===== src/rtl/scp_pkg.sv =====
package scp_pkg;
  localparam int unsigned XLEN   = 32;
  localparam int unsigned NREG   = 32;
  localparam int unsigned RIDX_W = $clog2(NREG);

  localparam logic [5:0] OPC_REG  = 6'b000000;
  localparam logic [5:0] OPC_ORI  = 6'b001101;
  localparam logic [5:0] OPC_LOAD = 6'b100011;
  localparam logic [5:0] OPC_STOR = 6'b101011;
  localparam logic [5:0] OPC_BEQ  = 6'b000100;
  localparam logic [5:0] OPC_JMP  = 6'b000010;

  localparam logic [5:0] FN_ADD = 6'b100000;
  localparam logic [5:0] FN_SUB = 6'b100010;
  localparam logic [5:0] FN_AND = 6'b100100;
  localparam logic [5:0] FN_OR  = 6'b100101;
  localparam logic [5:0] FN_SLT = 6'b101010;

  typedef enum logic [2:0] {
    ALU_ADD = 3'd0,
    ALU_SUB = 3'd1,
    ALU_AND = 3'd2,
    ALU_OR  = 3'd3,
    ALU_SLT = 3'd4
  } alu_fn_e;

  typedef struct packed {
    logic    dst_is_rd;   // write index from rd (else rt)
    logic    b_is_imm;    // ALU B from immediate (else rt)
    logic    wb_from_mem; // write-back from load data
    logic    reg_we;
    logic    mem_we;
    logic    imm_signed;  // sign-extend immediate (else zero)
    logic    branch_eq;
    logic    jump;
    alu_fn_e alu_fn;
  } ctrl_t;
endpackage


===== src/rtl/scp_decode.sv =====
module scp_decode
  import scp_pkg::*;
(
  input  logic [5:0] opcode,
  input  logic [5:0] funct,
  output ctrl_t      ctrl
);
  alu_fn_e reg_fn;

  always_comb begin
    unique case (funct)
      FN_SUB:  reg_fn = ALU_SUB;
      FN_AND:  reg_fn = ALU_AND;
      FN_OR:   reg_fn = ALU_OR;
      FN_SLT:  reg_fn = ALU_SLT;
      default: reg_fn = ALU_ADD;
    endcase
  end

  always_comb begin
    ctrl = '{dst_is_rd: 1'b0, b_is_imm: 1'b0, wb_from_mem: 1'b0, reg_we: 1'b0,
             mem_we: 1'b0, imm_signed: 1'b1, branch_eq: 1'b0, jump: 1'b0,
             alu_fn: ALU_ADD};
    case (opcode)
      OPC_REG: begin
        ctrl.dst_is_rd = 1'b1;
        ctrl.reg_we    = 1'b1;
        ctrl.alu_fn    = reg_fn;
      end
      OPC_ORI: begin
        ctrl.b_is_imm   = 1'b1;
        ctrl.reg_we     = 1'b1;
        ctrl.imm_signed = 1'b0;
        ctrl.alu_fn     = ALU_OR;
      end
      OPC_LOAD: begin
        ctrl.b_is_imm    = 1'b1;
        ctrl.reg_we      = 1'b1;
        ctrl.wb_from_mem = 1'b1;
      end
      OPC_STOR: begin
        ctrl.b_is_imm = 1'b1;
        ctrl.mem_we   = 1'b1;
      end
      OPC_BEQ: begin
        ctrl.branch_eq = 1'b1;
        ctrl.alu_fn    = ALU_SUB;
      end
      OPC_JMP: ctrl.jump = 1'b1;
      default: ;
    endcase
  end
endmodule


===== src/rtl/scp_alu.sv =====
module scp_alu
  import scp_pkg::*;
#(
  parameter int unsigned W = XLEN
) (
  input  logic [W-1:0] a,
  input  logic [W-1:0] b,
  input  alu_fn_e      fn,
  output logic [W-1:0] y,
  output logic         is_zero
);
  logic [W-1:0] diff;
  logic         lt_signed;

  assign diff      = a - b;
  assign lt_signed = (a[W-1] != b[W-1]) ? a[W-1] : diff[W-1];

  always_comb begin
    unique case (fn)
      ALU_SUB: y = diff;
      ALU_AND: y = a & b;
      ALU_OR:  y = a | b;
      ALU_SLT: y = {{(W-1){1'b0}}, lt_signed};
      default: y = a + b;
    endcase
  end

  assign is_zero = (y == '0);
endmodule


===== src/rtl/scp_regfile.sv =====
module scp_regfile #(
  parameter int unsigned W    = 32,
  parameter int unsigned NREG = 32,
  localparam int unsigned AW  = $clog2(NREG)
) (
  input  logic          clk,
  input  logic          rst,
  input  logic          we,
  input  logic [AW-1:0] waddr,
  input  logic [W-1:0]  wdata,
  input  logic [AW-1:0] raddr_a,
  input  logic [AW-1:0] raddr_b,
  output logic [W-1:0]  rdata_a,
  output logic [W-1:0]  rdata_b
);
  logic [NREG*W-1:0] flat;

  for (genvar i = 0; i < NREG; i++) begin : g_ent
    if (i == 0) begin : g_zero
      assign flat[0 +: W] = '0;
    end else begin : g_store
      logic [W-1:0] q;
      always_ff @(posedge clk) begin
        if (rst) q <= '0;
        else if (we && waddr == AW'(i)) q <= wdata;
      end
      assign flat[i*W +: W] = q;
    end
  end

  assign rdata_a = flat[raddr_a*W +: W];
  assign rdata_b = flat[raddr_b*W +: W];
endmodule


===== src/rtl/scp_core.sv =====
module scp_core
  import scp_pkg::*;
#(
  parameter logic [31:0] RESET_PC = 32'h0000_0000
) (
  input  logic        clk,
  input  logic        rst,
  output logic [31:0] imem_addr,
  input  logic [31:0] imem_data,
  output logic [31:0] dmem_addr,
  output logic [31:0] dmem_wdata,
  output logic        dmem_we,
  input  logic [31:0] dmem_rdata
);
  localparam int unsigned W  = XLEN;
  localparam int unsigned AW = RIDX_W;

  logic [W-1:0]  pc_q, pc_next, pc_seq, pc_br, pc_jmp;
  logic [AW-1:0] f_rs, f_rt, f_rd, wr_idx;
  logic [15:0]   f_imm;
  logic [W-1:0]  imm_ext, src_a, src_b, alu_b, alu_y, wb_val;
  logic          alu_zero, rf_we, take_br;
  ctrl_t         ctl;

  assign f_rs  = imem_data[25:21];
  assign f_rt  = imem_data[20:16];
  assign f_rd  = imem_data[15:11];
  assign f_imm = imem_data[15:0];

  scp_decode u_dec (
    .opcode (imem_data[31:26]),
    .funct  (imem_data[5:0]),
    .ctrl   (ctl)
  );

  assign imm_ext = ctl.imm_signed ? {{(W-16){f_imm[15]}}, f_imm} : {{(W-16){1'b0}}, f_imm};
  assign wr_idx  = ctl.dst_is_rd ? f_rd : f_rt;
  assign rf_we   = ctl.reg_we & ~rst;
  assign wb_val  = ctl.wb_from_mem ? dmem_rdata : alu_y;

  scp_regfile #(.W(W), .NREG(NREG)) u_rf (
    .clk     (clk),
    .rst     (rst),
    .we      (rf_we),
    .waddr   (wr_idx),
    .wdata   (wb_val),
    .raddr_a (f_rs),
    .raddr_b (f_rt),
    .rdata_a (src_a),
    .rdata_b (src_b)
  );

  assign alu_b = ctl.b_is_imm ? imm_ext : src_b;

  scp_alu #(.W(W)) u_alu (
    .a       (src_a),
    .b       (alu_b),
    .fn      (ctl.alu_fn),
    .y       (alu_y),
    .is_zero (alu_zero)
  );

  assign dmem_addr  = alu_y;
  assign dmem_wdata = src_b;
  assign dmem_we    = ctl.mem_we & ~rst;

  assign pc_seq  = pc_q + W'(4);
  assign pc_br   = pc_seq + {imm_ext[W-3:0], 2'b00};
  assign pc_jmp  = {pc_seq[31:28], imem_data[25:0], 2'b00};
  assign take_br = ctl.branch_eq & alu_zero;

  always_comb begin
    if (ctl.jump)     pc_next = pc_jmp;
    else if (take_br) pc_next = pc_br;
    else              pc_next = pc_seq;
  end

  always_ff @(posedge clk) begin
    if (rst) pc_q <= RESET_PC;
    else     pc_q <= pc_next;
  end

  assign imem_addr = pc_q;

  AST_RESET_PC: assert property (@(posedge clk) $past(rst) |-> imem_addr == RESET_PC);
  AST_SEQ_STEP: assert property (@(posedge clk) disable iff (rst)
    (!ctl.jump && !take_br) |=> imem_addr == $past(imem_addr) + 32'd4);
  AST_PC_ALIGN: assert property (@(posedge clk) disable iff (rst) imem_addr[1:0] == 2'b00);
  AST_BEQ_TAKEN: assert property (@(posedge clk) disable iff (rst)
    (ctl.branch_eq && src_a == src_b) |=>
      imem_addr == $past(imem_addr) + 32'd4 + {$past(imm_ext[29:0]), 2'b00});
  AST_JUMP_DEST: assert property (@(posedge clk) disable iff (rst)
    ctl.jump |=> imem_addr == {$past(pc_seq[31:28]), $past(imem_data[25:0]), 2'b00});
  AST_STORE_NO_REGWR: assert property (@(posedge clk) disable iff (rst) dmem_we |-> !rf_we);
  AST_BEQ_NO_WRITE: assert property (@(posedge clk) disable iff (rst)
    ctl.branch_eq |-> (!rf_we && !dmem_we));
  AST_SLT_ONEBIT: assert property (@(posedge clk) disable iff (rst)
    (ctl.alu_fn == ALU_SLT) |-> alu_y[W-1:1] == '0);
  AST_R0_READS_ZERO: assert property (@(posedge clk) disable iff (rst)
    (f_rs == '0) |-> src_a == '0);
endmodule


===== config.mk =====
export PLATFORM = sky130hd
export DESIGN_NAME = scp_core
export DESIGN_NICKNAME = d
export VERILOG_FILES = /design/src/rtl/scp_pkg.sv /design/src/rtl/scp_decode.sv /design/src/rtl/scp_alu.sv /design/src/rtl/scp_regfile.sv /design/src/rtl/scp_core.sv
export SDC_FILE = /design/constraint.sdc
export NUM_CORES = 2
export LEC_CHECK = 0
export BUFFER_PORTS_ARGS = -buffer_cell sky130_fd_sc_hd__buf_4
export CORE_MARGIN = 5
export CORE_UTILIZATION = 55
export DETAILED_ROUTE_END_ITERATION = 10
export GPL_TIMING_DRIVEN = 1
export PLACE_DENSITY = 0.72
export SYNTH_ARGS = -nofsm -noshare
export SYNTH_HDL_FRONTEND = slang
export SYNTH_SLANG_ARGS = --single-unit

===== constraint.sdc =====
create_clock -name clk -period 11.55 [get_ports clk]
set_input_delay 1.155 -clock clk [delete_from_list [all_inputs] [get_ports clk]]
set_output_delay 1.155 -clock clk [all_outputs]
set_load 0.02 [all_outputs]

* Word level (Yosys, flattened, before mapping)
Cells that the tools add are included.
** Operators by class
- Equality and inequality tests :: 45
- Add/subtract/negate cells :: 4
- Mux-type cells :: 17
- Reductions and logical operators :: 36
- Shift operators :: 2
- Bitwise operators :: 6
** Operators with widths (count)
- 1024-bit by 11-bit variable part select with 32-bit output :: 2
- 32-bit 2-to-1 mux :: 5
- 32-bit one-hot mux with 4 select lines :: 1
- 5-bit equality test, second input constant :: 16
- 32-bit adder :: 2
- 5-bit by 4-bit equality test with 1-bit output, second input constant :: 8
- 6-bit equality test, second input constant :: 6
- 32-bit by 3-bit adder with 32-bit output, second input constant :: 1
- 32-bit AND :: 1
- 32-bit logical NOT :: 1
- 32-bit bitwise OR :: 1
- 32-bit subtractor :: 1
- 1-bit logical AND :: 31
- 5-bit by 3-bit equality test with 1-bit output, second input constant :: 4
- 3-bit one-hot mux with 4 select lines :: 1
- 5-bit by 2-bit equality test with 1-bit output, second input constant :: 2
- 3-bit one-hot mux with 3 select lines :: 1
- 1-bit 2-to-1 mux :: 8
- 3-bit by 2-bit equality test with 1-bit output, second input constant :: 2
- 6-bit by 2-bit equality test with 1-bit output, second input constant :: 1
- 6-bit by 3-bit equality test with 1-bit output, second input constant :: 1
- 6-bit by 4-bit equality test with 1-bit output, second input constant :: 1
- 6-bit logical NOT :: 1
- 3-bit OR reduction :: 2
- 8 further kinds :: 10
** Word-level totals
- Register bits after elaboration :: 1024
- Output and inout bits :: 97
- Bits of input ports :: 66
- Word-level logic and storage cells :: 143

* Longest topological paths before layout
- Word-level depth :: 11
- Gate-level depth with buffers :: 35

* Modules after synthesis
A second synthesis with hierarchy kept.
** Second synthesis, totals
- Cell total of the unflattened synthesis :: 8050
- Area, all modules :: 61422.7 um2
** Modules (own cells, without submodules)
- scp_regfile :: area an instance 51308.0 um2, cells an instance 6580, instances 1, seq. area each 19859.0 um2
- scp_alu :: area an instance 5700.5 um2, cells an instance 878, instances 1, seq. area each 0.0 um2
- scp_core :: area an instance 4214.0 um2, cells an instance 559, instances 1, seq. area each 600.6 um2
- scp_decode :: area an instance 200.2 um2, cells an instance 33, instances 1, seq. area each 0.0 um2

* Least setup slack after synthesis
No wires, ideal clock.
- Kind :: in2reg
- From :: in imem_data[16]
- To :: reg pc_q[22] (netlist: imem_addr[22])
- Path buffers :: 6
- Arrival :: 9.294 ns
- Setup slack :: 2.160 ns
- Data required time :: 11.454 ns
- Stages :: 33
- Cells stage by stage :: clkbuf_1 > clkbuf_1 > buf_1 > buf_1 > mux4_2 > mux4_2 > mux2i_1 > o21a_1 > ha_1 > clkbuf_1 > nand4_1 > a211oi_1 > o21ai_0 > a21oi_1 > o21ai_0 > a211oi_1 > o211ai_1 > nand3b_1 > a21oi_1 > nor2b_1 > o21ai_0 > nand2b_1 > fa_1 > o221ai_2 > or3_1 > or4b_1 > or4_1 > or4_1 > nor4_2 > nand4_2 > buf_6 > or3_1 > o311ai_1
** Between the ends
- Cells in the longest elaborated chain, start to end :: 9
- Elaborated cells between the ends (all ways) :: 13
- Those cells by class :: 2 x add/sub; 1 x eq/ne; 1 x shift; 5 x mux; 3 x bitwise; 1 x reduce/logical
** RTL lines
- start: declaration :: RTL line scp_core.sv:9 : input logic [31:0] imem_data,
- 1024-bit by 11-bit variable part select with 32-bit output * :: RTL line scp_regfile.sv:32 : assign rdata_b = flat[raddr_b*W +: W];
- 32-bit 2-to-1 mux * :: RTL line scp_core.sv:53 : assign alu_b = ctl.b_is_imm ? imm_ext : src_b;
- 32-bit subtractor or 1-bit != test (tied branches) :: RTL line scp_alu.sv:15, scp_alu.sv:16
- 1-bit 2-to-1 mux :: RTL line scp_alu.sv:16 : assign lt_signed = (a[W-1] != b[W-1]) ? a[W-1] : diff[W-1];
- 32-bit one-hot mux with 4 select lines * :: RTL line scp_alu.sv:19 : unique case (fn)
- via dmem_addr[0] :: RTL line scp_core.sv:10 : output logic [31:0] dmem_addr,
- 32-bit logical NOT * :: RTL line scp_alu.sv:28 : assign is_zero = (y == '0);
- 1-bit AND * :: RTL line scp_core.sv:70 : assign take_br = ctl.branch_eq & alu_zero;
- 32-bit 2-to-1 mux * :: RTL line scp_core.sv:74 : else if (take_br) pc_next = pc_br;
- 32-bit 2-to-1 mux * :: RTL line scp_core.sv:73 : if (ctl.jump) pc_next = pc_jmp;
- end signal: assignment :: RTL line scp_core.sv:80 : else pc_q <= pc_next;
- end: declaration :: RTL line scp_core.sv:18 : logic [W-1:0] pc_q, pc_next, pc_seq, pc_br, pc_jmp;
Mark *: on every way through the listed nets, which the timed path passes. The rest lies on a longest branch.
A chain may end at the register's enable or synchronous reset.

* Worst setup path after layout
- From :: in imem_data[16]
- To :: reg pc_q[21] (netlist: imem_addr[21])
** Between the ends
- Cells in the longest elaborated chain, start to end :: 9
- Elaborated cells between the ends (all ways) :: 13
- Those cells by class :: 2 x add/sub; 1 x eq/ne; 1 x shift; 5 x mux; 3 x bitwise; 1 x reduce/logical
** RTL lines (RTL line)
- 1024-bit by 11-bit variable part select with 32-bit output * :: scp_regfile.sv:32
- 32-bit 2-to-1 mux * :: scp_core.sv:53
- 32-bit subtractor or 1-bit != test (tied branches) :: scp_alu.sv:15, scp_alu.sv:16
- 1-bit 2-to-1 mux :: scp_alu.sv:16
- 32-bit one-hot mux with 4 select lines * :: scp_alu.sv:19
- 32-bit logical NOT * :: scp_alu.sv:28
- 1-bit AND * :: scp_core.sv:70
- 32-bit 2-to-1 mux * :: scp_core.sv:74
- 32-bit 2-to-1 mux * :: scp_core.sv:73
Mark *: on every way between the ends. The rest lies on a longest branch, timed or not.

==> results.md <==
- Wirelength per Cell: 27.6 microns
- Ys Warns: 0
- Hold path startpoint: u_rf.g_ent[14].g_store.q[26]$_SDFFE_PP0P_
- Slowest stage cell, crit path: a211oi_1
- Clk_skew: between 30 and 40 ps
- Worst-margin pin slew: 1290 ps
- Global-route wire length before repair: 328000 microns
- Ratio of cells with drive above 1 in the final layout: 19.0%
- Routed vias/inst: 6.83
- CP endpoint kind: register
- Static Leak: 22.7 nW
- Min Hold Slack: 463 ps
- Net Sw Power: 2.01 mW
- Crit path DAT: 10680 ps
- Primary FF master, synth: dfxtp_1
- Post-synthesis sequential area ratio: 34.6%
- Port Buffer Count: 160
- CP Class: input port to register
- Final setup margin: 1480 ps
- CTS Sinks: 1022
- Leading cell type in the layout, fill and taps excluded: nand2_1
- Post-DP HPWL: roughly 140000 microns
- Area growth syn-to-layout: 10.5%
- F_max: 99.3 MHz
- RR Startpoint: u_rf.g_ent[23].g_store.q[10]$_SDFFE_PP0P_
- Sw frac: between 20% and 30%
- Total grt overflow: 0
- Fin nets: a little under 7000
- Resized cells post-CTS: 0
- Postcts setup bufs: 0
- Iteration-0 DRC Markers: between 8000 and 9000
- Hold crit path type: register to register
- Startpoint class of the critical path: input port
- Initial Util: 55.3%
- Sequential power share: 43.9%
- Die ar.: between 100000 and 150000 sq um
- Final ANT Viol Nets: 0
- Largest net degree at the start of global routing: 268
- Pwr dens: 123 nW/um^2
- Slew HR: 13.4%
- Worst R2R Setup Slack: 2590 ps
- Final wirelength: 222000 microns
- Final Wtd Congestion: a little under 1
- CTS tree: done
- Internal power: between 6 and 7 mW
- Slew Limit Fails: 0
- Netlist cell types: 86
- Synth async-reset ratio: 0%
- Boundary Pins: roughly 160
- Synthesized area per cell: 8.74 sq um
- Die Span Y: ~340 microns
- Register Area: 20500 sq um
- Skew-Pair Late Insertion Delay: 730 ps
- Status: completed
- Period utilization: roughly 87%
- CP startpoint: imem_data[16]
- Rows: 120
- Clock transition at the registers of the reported paths: 60 ps
- FILL cells: 8998
- # setup viols final: 0
- Critical path peak fanout: 79
- Clock share of power: about half
- Total GRT Usage: 37.8%
- Cell area after synthesis: 59200 sq um
- Post-synthesis instance total: 6764
- CTS Buf Count: around 110
- Fin util: 61.1%
- Area of the core: roughly 110000 sq um
- Power Total: just over 8 mW
- H-tree depth: 3
- Initial antenna violation count: 5
- Clock root buffer: clkbuf_16
- Logic pwr share: 8.0%
- Dpl ws: 837 ps
- #FFs+latches synth: 1022
- Cts hold-fix bufs: 0
- Max-cap violations: 0
- Worst path most repeated cell: o21ai_0
- Worst endpoint required time: around 12000 ps
- Max VDD drop: ~0.13 mV
- Delay of the slowest critical-path stage: 660 ps
- Post-synth EDFFs: 0
- DR vias: roughly 55000
- Area of the multi-input gates: 36200 sq um
- Bufs on Longest Clock Path: 3
- Setup tns final: 0 ps
- Commonest cells after routing, fill and taps aside: nand2_1 (1932), dfxtp_1 (1022), a21oi_1 (989)
- RSZ-0062 raised after global routing: no
- Drt drc: 0
- Vias in the first global route: between 50000 and 60000
- Final hold vios: 0
- DR pass1 iterations: 7
- Post-layout min period: between 10000 and 15000 ps
- Die W: 338 microns
cell type report:
cell class	instances	share of cell area [%]
clock buffers	145	4.65
diodes	3	0.0115
flip-flops and latches	1022	31.3
multi-input cells	4973	55.4
repair buffers	299	3.67
well taps	1403	2.69
clock inverters	57	1.38
inverters	147	0.852
cells by family (layout without fill, tap and decap cells):
kind of cell	count (synthesis)	after routing	share of synthesized area, %
AND/OR/NAND/NOR	2526	2526	17.1
AO/OA/AOI/OAI	1520	1520	15.1
flip-flops	1022	1022	34.6
buffers and inverters	770	648	4.95
multiplexers	734	734	24.5
adder cells (fa/ha/maj)	130	130	2.80
XOR/XNOR	61	61	0.903
other	1	5	0.00634
flip-flops by register name (all words and copies together) (netlist names):
signal,flops
u_rf.g_ent.g_store.q,992
imem_addr,30
power groups by stage:
stage	combinational, mW	clock, mW	sequential [mW]
floorplan	0.414	0	3.61
global placement	0.621	0	3.61
detailed placement	0.625	0	3.61
CTS	0.626	3.87	3.53
global route	0.669	4.02	3.53
finish	0.642	3.87	3.53
metrics by stage:
step / std cells / instance area, sq um
after floorplan: 6765 / 59200
after global placement: 7844 / 61400
after detailed placement: 7844 / 61400
after CTS: 8046 / 65300
after global routing: 8046 / 65300
final: 8049 / 65400
path summary, 6_finish.rpt:
| check | to | cells after the start |
|---|---|---|
| hold / removal | u_rf.g_ent[14].g_store.q[26]$_SDFFE_PP0P_ | 2 |
| hold reg to reg | u_rf.g_ent[14].g_store.q[26]$_SDFFE_PP0P_ | 2 |
| setup / recovery | imem_addr[21]$_SDFF_PP0_ | 30 |
| setup reg to reg | imem_addr[21]$_SDFF_PP0_ | 28 |
metal layers:
metal | routed length [microns] | GRT usage (%) | share of wire (%) | up-vias
met2 | 97300 | 58.2 | 44 | 4074
met4 | 14800 | 20.7 | 6.6 | 2
met1 | 78700 | 48.2 | 35 | 26400
li1 | - | - | - | 23500
met3 | 31600 | 11.1 | 14 | 985
met5 | 13 | 0 | 0.0058 | -
Yosys cell counts (7+ instances only):
| cell type | instances | area [sq um] |
|---|---|---|
| mux2_2 | 97 | 1090 |
| a211oi_1 | 124 | 931 |
| o21bai_1 | 22 | 165 |
| dfxtp_1 | 1022 | 20500 |
| o21ai_0 | 73 | 365 |
| a211o_1 | 9 | 78.8 |
| a21oi_1 | 996 | 4980 |
| nor2b_1 | 24 | 150 |
| o22ai_1 | 7 | 43.8 |
| or2_2 | 8 | 50.1 |
| buf_1 | 65 | 244 |
| and2_1 | 10 | 62.6 |
| a22oi_1 | 10 | 75.1 |
| or4_1 | 8 | 60.1 |
| clkbuf_1 | 544 | 2040 |
| xor2_1 | 22 | 193 |
| o21a_1 | 45 | 338 |
| a221o_1 | 9 | 90.1 |
| xnor2_1 | 39 | 342 |
| a21o_1 | 28 | 210 |
| nand3_1 | 53 | 265 |
| nand2b_1 | 22 | 138 |
| and3_1 | 16 | 100 |
| a31oi_1 | 12 | 75.1 |
| nand2_1 | 1948 | 7310 |
| a22o_1 | 63 | 552 |
| inv_1 | 145 | 544 |
| nor3b_1 | 10 | 75.1 |
| mux4_2 | 559 | 12600 |
| o211ai_1 | 23 | 173 |
| nor3_1 | 36 | 180 |
| nor4_1 | 13 | 81.3 |
| nand4_1 | 12 | 75.1 |
| a221oi_1 | 12 | 105 |
| mux2i_1 | 75 | 751 |
| buf_2 | 9 | 45.0 |
| o31ai_1 | 13 | 97.6 |
| or3_1 | 19 | 119 |
| nor2_1 | 319 | 1200 |
| ha_1 | 126 | 1580 |
critical path: cells and delay by family:
family | cells | cell delay (ps)
adders and majority gates | 2 | 580
muxes | 3 | 1480
and+or+nand+nor | 10 | 2990
buffers and inverters | 3 | 1420
AOI/OAI and AO/OA | 12 | 2840
Power figures use the tool's default switching activity.
